**src/rtl/adc_seq_pkg.sv**
```systemverilog
package adc_seq_pkg;

   localparam int unsigned SLOT_BITS  = 3;
   localparam int unsigned BUFIX_BITS = 4;
   localparam int unsigned REG_W      = 16;

   localparam int unsigned CMD_RUN_BIT  = 0;
   localparam int unsigned CMD_FLAG_BIT = 1;

   localparam logic [1:0] RSEL_SEQ = 2'd0;
   localparam logic [1:0] RSEL_CTL = 2'd1;
   localparam logic [1:0] RSEL_CMD = 2'd2;

   typedef enum logic [1:0] {
      SQ_IDLE = 2'd0,
      SQ_REQ  = 2'd1,
      SQ_WAIT = 2'd2
   } sq_state_e;

   typedef enum logic [1:0] {
      IV_EACH    = 2'd0,
      IV_PASS    = 2'd1,
      IV_TWELVE  = 2'd2,
      IV_SIXTEEN = 2'd3
   } iv_mode_e;

   typedef struct packed {
      logic [BUFIX_BITS-1:0] base;
      logic [SLOT_BITS-1:0]  first;
      logic [SLOT_BITS-1:0]  last;
   } seq_cfg_t;

   typedef struct packed {
      iv_mode_e   ivl;
      logic [1:0] clk_sel;
      logic       ref_en;
      logic       cont;
      logic       irq_en;
      logic       pwr_mode;
      logic [3:0] acq;
   } ctl_cfg_t;

   function automatic logic [REG_W-1:0] seq_pack(seq_cfg_t c);
      return {4'b0000, c.base, 1'b0, c.first, 1'b0, c.last};
   endfunction

   function automatic seq_cfg_t seq_unpack(logic [REG_W-1:0] d);
      seq_cfg_t c;
      c.base  = d[11:8];
      c.first = d[6:4];
      c.last  = d[2:0];
      return c;
   endfunction

   function automatic logic [REG_W-1:0] ctl_pack(ctl_cfg_t c);
      return {4'b0000, c};
   endfunction

   function automatic ctl_cfg_t ctl_unpack(logic [REG_W-1:0] d);
      return ctl_cfg_t'(d[11:0]);
   endfunction

endpackage

```
**src/rtl/adc_seq_regs.sv**
```systemverilog
module adc_seq_regs
   import adc_seq_pkg::*;
(
   input  logic             clk,
   input  logic             rst_n,
   input  logic             wr_en,
   input  logic [1:0]       wr_sel,
   input  logic [REG_W-1:0] wr_data,
   input  logic             locked,
   output seq_cfg_t         seq_cfg,
   output ctl_cfg_t         ctl_cfg,
   output logic [REG_W-1:0] seq_rd,
   output logic [REG_W-1:0] ctl_rd
);

   logic seq_we;
   logic ctl_we;
   logic unused_rsvd;

   assign seq_we = wr_en && !locked && (wr_sel == RSEL_SEQ);
   assign ctl_we = wr_en && !locked && (wr_sel == RSEL_CTL);

   // upper nibble is reserved in both registers
   assign unused_rsvd = ^wr_data[15:12];

   always_ff @(posedge clk) begin
      if (!rst_n) begin
         seq_cfg <= '0;
      end else if (seq_we) begin
         seq_cfg <= seq_unpack(wr_data);
      end
   end

   always_ff @(posedge clk) begin
      if (!rst_n) begin
         ctl_cfg <= '0;
      end else if (ctl_we) begin
         ctl_cfg <= ctl_unpack(wr_data);
      end
   end

   assign seq_rd = seq_pack(seq_cfg);
   assign ctl_rd = ctl_pack(ctl_cfg);

endmodule

```
**src/rtl/adc_seq_fsm.sv**
```systemverilog
module adc_seq_fsm
   import adc_seq_pkg::*;
#(
   parameter int unsigned SLOT_W = 3,
   parameter int unsigned IDX_W  = 4
)(
   input  logic              clk,
   input  logic              rst_n,
   input  logic              start_cmd,
   input  logic              stop_cmd,
   input  logic [SLOT_W-1:0] cfg_first,
   input  logic [SLOT_W-1:0] cfg_last,
   input  logic [IDX_W-1:0]  cfg_base,
   input  logic              cont,
   input  logic              conv_done,
   output logic              busy,
   output logic              conv_start,
   output logic [SLOT_W-1:0] conv_slot,
   output logic              smp_acc,
   output logic              smp_last,
   output logic [IDX_W-1:0]  wr_idx
);

   sq_state_e         state;
   logic [SLOT_W-1:0] slot;
   logic [IDX_W-1:0]  idx;

   assign busy       = (state != SQ_IDLE);
   assign conv_start = (state == SQ_REQ);
   assign conv_slot  = slot;
   assign smp_acc    = (state == SQ_WAIT) && conv_done && !stop_cmd;
   assign smp_last   = (slot == cfg_last);
   assign wr_idx     = idx;

   always_ff @(posedge clk) begin
      if (!rst_n) begin
         state <= SQ_IDLE;
         slot  <= '0;
         idx   <= '0;
      end else if (stop_cmd) begin
         state <= SQ_IDLE;
      end else if (start_cmd) begin
         state <= SQ_REQ;
         slot  <= cfg_first;
         idx   <= cfg_base;
      end else if (state == SQ_REQ) begin
         state <= SQ_WAIT;
      end else if (smp_acc) begin
         idx <= idx + IDX_W'(1);
         if (smp_last) begin
            if (cont) begin
               slot  <= cfg_first;
               state <= SQ_REQ;
            end else begin
               state <= SQ_IDLE;
            end
         end else begin
            slot  <= slot + SLOT_W'(1);
            state <= SQ_REQ;
         end
      end
   end

endmodule

```
**src/rtl/adc_seq_intr.sv**
```systemverilog
module adc_seq_intr
   import adc_seq_pkg::*;
#(
   parameter int unsigned INTV_A = 12,
   parameter int unsigned INTV_B = 16
)(
   input  logic     clk,
   input  logic     rst_n,
   input  logic     restart,
   input  logic     smp_acc,
   input  logic     smp_last,
   input  iv_mode_e mode,
   input  logic     cont,
   input  logic     clr_cmd,
   input  logic     irq_en,
   output logic     flag,
   output logic     irq
);

   localparam int unsigned NUM_IV = 2;

   logic [NUM_IV-1:0] hit;
   logic              set_now;

   for (genvar g = 0; g < NUM_IV; g++) begin : g_iv
      localparam int unsigned LEN = (g == 0) ? INTV_A : INTV_B;
      localparam int unsigned CW  = $clog2(LEN);
      logic [CW-1:0] cnt;

      always_ff @(posedge clk) begin
         if (!rst_n || restart) begin
            cnt <= '0;
         end else if (smp_acc) begin
            cnt <= (cnt == CW'(LEN - 1)) ? '0 : cnt + CW'(1);
         end
      end

      assign hit[g] = smp_acc && (cnt == CW'(LEN - 1));
   end

   always_comb begin
      unique case (mode)
         IV_EACH:    set_now = smp_acc;
         IV_PASS:    set_now = smp_acc && smp_last && !cont;
         IV_TWELVE:  set_now = hit[0];
         IV_SIXTEEN: set_now = hit[1];
         default:    set_now = 1'b0;
      endcase
   end

   // a set on the same edge as a clear wins
   always_ff @(posedge clk) begin
      if (!rst_n) begin
         flag <= 1'b0;
      end else if (set_now) begin
         flag <= 1'b1;
      end else if (clr_cmd) begin
         flag <= 1'b0;
      end
   end

   assign irq = flag && irq_en;

endmodule

```
**src/rtl/adc_seq_sbuf.sv**
```systemverilog
module adc_seq_sbuf #(
   parameter int unsigned DATA_W     = 12,
   parameter int unsigned IDX_W      = 4,
   parameter bit          KEEP_RESET = 1'b1
)(
   input  logic              clk,
   input  logic              rst_n,
   input  logic              we,
   input  logic [IDX_W-1:0]  wr_idx,
   input  logic [DATA_W-1:0] wr_data,
   input  logic [IDX_W-1:0]  rd_idx,
   output logic [DATA_W-1:0] rd_data
);

   localparam int unsigned DEPTH = 1 << IDX_W;

   logic [DATA_W-1:0] mem [DEPTH];

   if (KEEP_RESET) begin : g_rst
      always_ff @(posedge clk) begin
         if (!rst_n) begin
            for (int i = 0; i < DEPTH; i++) mem[i] <= '0;
         end else if (we) begin
            mem[wr_idx] <= wr_data;
         end
      end
   end else begin : g_norst
      logic unused_rst;
      assign unused_rst = rst_n;
      always_ff @(posedge clk) begin
         if (we) mem[wr_idx] <= wr_data;
      end
   end

   assign rd_data = mem[rd_idx];

endmodule

```
**src/rtl/adc_seq_ctrl.sv**
```systemverilog
module adc_seq_ctrl
   import adc_seq_pkg::*;
#(
   parameter int unsigned DATA_W        = 12,
   parameter int unsigned SLOT_W        = 3,
   parameter int unsigned BUF_IDX_W     = 4,
   parameter int unsigned INTV_A        = 12,
   parameter int unsigned INTV_B        = 16,
   parameter bit          BUF_HAS_RESET = 1'b1
)(
   input  logic                 clk,
   input  logic                 rst_n,
   input  logic                 reg_wr_en,
   input  logic [1:0]           reg_wr_sel,
   input  logic [15:0]          reg_wr_data,
   output logic [15:0]          seq_rdata,
   output logic [15:0]          ctl_rdata,
   output logic                 run_o,
   output logic                 flag_o,
   output logic                 irq_o,
   output logic                 conv_start,
   output logic [SLOT_W-1:0]    conv_slot,
   input  logic                 conv_done,
   input  logic [DATA_W-1:0]    conv_data,
   input  logic [BUF_IDX_W-1:0] buf_rd_idx,
   output logic [DATA_W-1:0]    buf_rd_data
);

   if (SLOT_W != SLOT_BITS) begin : g_bad_slot
      $error("SLOT_W must match the sequence register slot fields");
   end
   if (BUF_IDX_W != BUFIX_BITS) begin : g_bad_idx
      $error("BUF_IDX_W must match the sequence register offset field");
   end
   if (DATA_W < 1 || DATA_W > 16) begin : g_bad_dw
      $error("DATA_W must lie in 1..16");
   end
   if (INTV_A < 2 || INTV_B < 2) begin : g_bad_iv
      $error("interval lengths must be at least 2");
   end

   seq_cfg_t seq_cfg;
   ctl_cfg_t ctl_cfg;
   logic     cmd_wr;
   logic     start_cmd;
   logic     stop_cmd;
   logic     clr_cmd;
   logic     busy;
   logic     smp_acc;
   logic     smp_last;
   logic [BUF_IDX_W-1:0] wr_idx;

   assign cmd_wr    = reg_wr_en && (reg_wr_sel == RSEL_CMD);
   assign start_cmd = cmd_wr && reg_wr_data[CMD_RUN_BIT] && !busy;
   assign stop_cmd  = cmd_wr && !reg_wr_data[CMD_RUN_BIT] && busy;
   assign clr_cmd   = cmd_wr && !reg_wr_data[CMD_FLAG_BIT];

   adc_seq_regs u_regs (
      .clk     (clk),
      .rst_n   (rst_n),
      .wr_en   (reg_wr_en),
      .wr_sel  (reg_wr_sel),
      .wr_data (reg_wr_data),
      .locked  (busy),
      .seq_cfg (seq_cfg),
      .ctl_cfg (ctl_cfg),
      .seq_rd  (seq_rdata),
      .ctl_rd  (ctl_rdata)
   );

   adc_seq_fsm #(
      .SLOT_W (SLOT_W),
      .IDX_W  (BUF_IDX_W)
   ) u_fsm (
      .clk        (clk),
      .rst_n      (rst_n),
      .start_cmd  (start_cmd),
      .stop_cmd   (stop_cmd),
      .cfg_first  (seq_cfg.first),
      .cfg_last   (seq_cfg.last),
      .cfg_base   (seq_cfg.base),
      .cont       (ctl_cfg.cont),
      .conv_done  (conv_done),
      .busy       (busy),
      .conv_start (conv_start),
      .conv_slot  (conv_slot),
      .smp_acc    (smp_acc),
      .smp_last   (smp_last),
      .wr_idx     (wr_idx)
   );

   adc_seq_intr #(
      .INTV_A (INTV_A),
      .INTV_B (INTV_B)
   ) u_intr (
      .clk      (clk),
      .rst_n    (rst_n),
      .restart  (start_cmd),
      .smp_acc  (smp_acc),
      .smp_last (smp_last),
      .mode     (ctl_cfg.ivl),
      .cont     (ctl_cfg.cont),
      .clr_cmd  (clr_cmd),
      .irq_en   (ctl_cfg.irq_en),
      .flag     (flag_o),
      .irq      (irq_o)
   );

   adc_seq_sbuf #(
      .DATA_W     (DATA_W),
      .IDX_W      (BUF_IDX_W),
      .KEEP_RESET (BUF_HAS_RESET)
   ) u_sbuf (
      .clk     (clk),
      .rst_n   (rst_n),
      .we      (smp_acc),
      .wr_idx  (wr_idx),
      .wr_data (conv_data),
      .rd_idx  (buf_rd_idx),
      .rd_data (buf_rd_data)
   );

   assign run_o = busy;

endmodule

```
**config.mk**
```make
export PLATFORM = sky130hd
export DESIGN_NAME = adc_seq_ctrl
export DESIGN_NICKNAME = d
export VERILOG_FILES = /design/src/rtl/adc_seq_pkg.sv /design/src/rtl/adc_seq_regs.sv /design/src/rtl/adc_seq_fsm.sv /design/src/rtl/adc_seq_intr.sv /design/src/rtl/adc_seq_sbuf.sv /design/src/rtl/adc_seq_ctrl.sv
export SDC_FILE = /design/constraint.sdc
export NUM_CORES = 1
export LEC_CHECK = 0
export BUFFER_PORTS_ARGS = -buffer_cell sky130_fd_sc_hd__buf_2
export CORE_ASPECT_RATIO = 1.2
export CORE_MARGIN = 2
export CORE_UTILIZATION = 54
export DETAILED_ROUTE_END_ITERATION = 7
export PLACE_DENSITY = 0.81
export SYNTH_ARGS = -nofsm -noshare
export SYNTH_HDL_FRONTEND = slang
export SYNTH_HIERARCHICAL = 1
export SYNTH_SLANG_ARGS = --single-unit
```
**constraint.sdc**
```tcl
create_clock -name clk -period 3.25 [get_ports clk]
set_input_delay 0.975 -clock clk [delete_from_list [all_inputs] [get_ports clk]]
set_output_delay 0.975 -clock clk [all_outputs]
set_load 0.02 [all_outputs]
```
==> results.toml <==
[run_status]
status = "finished, violations left"
violations = "negative setup slack"

[timing]
hold_violations = 0
setup_tns_ns = -0.524
fmax_mhz = 300
fin_skew_ns = 0.00765
min_period_ns = 3.34
setup_viol = 12
setup_slack_ns = -0.0882
slew_violations = 0
tightest_slew_ns = 0.718
fin_crit_sh_pct = 103
relSlewSlack_pct = 51.9
rsz0062_at_grt = "true"

[yosys]
synth_area_leaders = "edfxtp_1 52%, and2_1 11%, dfxtp_1 7.3%, mux4_2 6.1%, mux4_1 4.3%"
synth.ff_latch_count = 232
synthTopCellsByCount = "196 x and2_1, 192 x edfxtp_1, 53 x nand2_1"
yosysMostFrequentCell = "and2_1"
synth_area_per_cell_um2 = 13.8
yosysUniqueCellTypes = 53
syn-cell-area_um2 = 11000
synth_flop_cell = "edfxtp_1"
netlist_instances = 799
synth_edf_count = 192
synth_largest_type_area_fraction_pct = 52.4
synth_warnings = 6
synthArstFlopShare_pct = 0
seq_area_frac_synth_pct = 59.7
synth_largest_area_cell = "edfxtp_1"

[drt]
wl_met3_um = 1580
wl_met1_um = 9450
drc = 0
drtIter0Drc = 651
vias = 6555
routed_wirelength_um = 24200
wl_per_cell_um = 20.8
wl_met2_um = 12300
ant_nets = 0
top_layer = "met4"
drt-pass1-iter-count = 5
avgViaCountPerCell = 5.63

[power_and_ir_drop]
power_density_nw_per_um2 = 508
p_seq_share_pct = 51.9
vdd_drop_max_uv = 471
p_int_w = 0.00502
power_switching_w = 0.00141
swShare_pct = 22.0
power_frac_comb_pct = 8.4
pwr-share-clk_pct = 39.7
leakage_nw = 4.92

[place]
io_buffers = 74
place.gp.congestion = 0.777
hpwlAfterDp_um = 15300

[cells_and_area]
fin_util_pct = 63.0
diodes = 0
final_nets = 925
syn_to_final_growth_pct = 15.2
drive_gt1_share_pct = 27.6

[global_routing]
grt_pass1_vias = 6721
grt_usage_pct = 22.9
grt_max_degree = 47
grt_overflow = 0
grt_pass1_wl_um = 37100
antenna_found_initial = 0

[critical_path]
start_kind = "primary input"
endpoint_kind = "output pin"
path_class = "in2out"
cp_data_required_time_ns = 2.27
crit_arrival_ns = 2.36
critPathMaxFanout = 7

[clocking]
clkLatencyLatePin_ns = 0.50
htree_levels = 1
cts_tree = "built"
cts_hold_buf = 0
clock-sinks = 232
clk_pin_slew_worst_paths_ns = 0.05
clk_path_buf_depth = 3
root_buffer = "clkbuf_16"
numCtsBuffers = 23

[min_path]
hp-class = "reg2reg"

[floorplanning]
initial_core_util_pct = 54.7
die_area_um2 = 21500
rows = 57
boundaryPins = 89
core_um2 = 20100
die_w_um = 134
die_h_um = 160

[job]
cap_violations = 0
## through the flow
step	power, W	instances	hold slack, ns	area, um^2	worst slack, ns
floorplan	0.00371	808	0.435	11000	-0.158
global placement	0.00388	1121	0.439	11700	-0.328
detailed placement	0.00389	1121	0.448	11700	-0.329
CTS	0.00645	1164	0.462	12600	-0.0672
global route	0.00662	1164	0.472	12700	-0.116
finish	0.00643	1164	0.454	12700	-0.0882
## per-layer routing
layer	global-route usage, %	up-vias
li1	-	3033
met2	39.8	245
met3	3.19	51
met5	0	-
met4	9.14	0
met1	28.9	3226
## final timing paths
| check | from | end | cells past startpoint | slack, ns |
|---|---|---|---|---|
| setup / recovery | buf_rd_idx[0] | buf_rd_data[7] | 6 | -0.09 |
| hold / removal | u_regs/ctl_cfg[7] | u_regs/ctl_cfg[7] | 2 | 0.45 |
| setup reg to reg | u_fsm/state[0] | u_sbuf/mem[0][7] | 7 | 0.68 |
| hold reg to reg | u_regs/ctl_cfg[7] | u_regs/ctl_cfg[7] | 2 | 0.45 |
## cell type report
type / count / area [um^2]
clock inverter: 10 / 109
fill: 1456 / 7450
inverter: 4 / 15.0
timing repair buffer: 136 / 1010
multi-input combinational: 486 / 4010
tap: 265 / 332
sequential: 232 / 6570
clock buffer: 31 / 616
## critical path, cell delays in order
cell and delay (ns):
buf_12 0.12, buf_12 0.14, mux4_2 0.53, a22oi_2 0.31
nand2_1 0.10, buf_2 0.17
## registers in the layout (all words and copies together) (netlist names)
signal,flops
u_sbuf/mem,192
u_regs/ctl_cfg,12
u_regs/seq_cfg,10
u_intr/g_iv.cnt,8
u_fsm/wr_idx,4
u_fsm/conv_slot,3
u_fsm/state,2
u_intr/flag,1
## kinds of logic after synthesis
family	count (synthesis)	synth area share, %
AO/OA/AOI/OAI	72	4.35
XOR/XNOR	4	0.319
adder cells (fa/ha/maj)	4	0.455
buffers and inverters	90	4.81
flip-flops	232	59.7
multiplexers	77	13.1
other	1	0.0341
AND/OR/NAND/NOR	319	17.2
## cell usage in the layout, fill, tap and decap left out, types with 11 or more instances in the layout
cell type and count:
dfxtp_1 40, clkbuf_16 23, mux2i_1 29, mux4_2 40, o21ai_0 14, buf_4 50
nor2_1 24, and2_1 195, nand2_1 50, edfxtp_1 192, o21ai_1 11, a22oi_2 17
buf_2 68
## power by group through the flow
stage | clock network [W] | registers (W) | logic (W)
2_1_floorplan | 0 | 0.00339 | 0.000325
5_1_grt | 0.00269 | 0.00335 | 0.000578
4_1_cts | 0.00258 | 0.00334 | 0.000532
3_5_place_dp | 0 | 0.00340 | 0.000495
6_report | 0.00255 | 0.00334 | 0.000543
3_3_place_gp | 0 | 0.00339 | 0.000487
## what timing repair did
item,in CTS,in global routing
pin swaps,6,6
buffers inserted,1,0
resized for setup,43,15
gates cloned,1,0
endpoints found under the setup margin,12,12
Power figures use the tool's default switching activity.
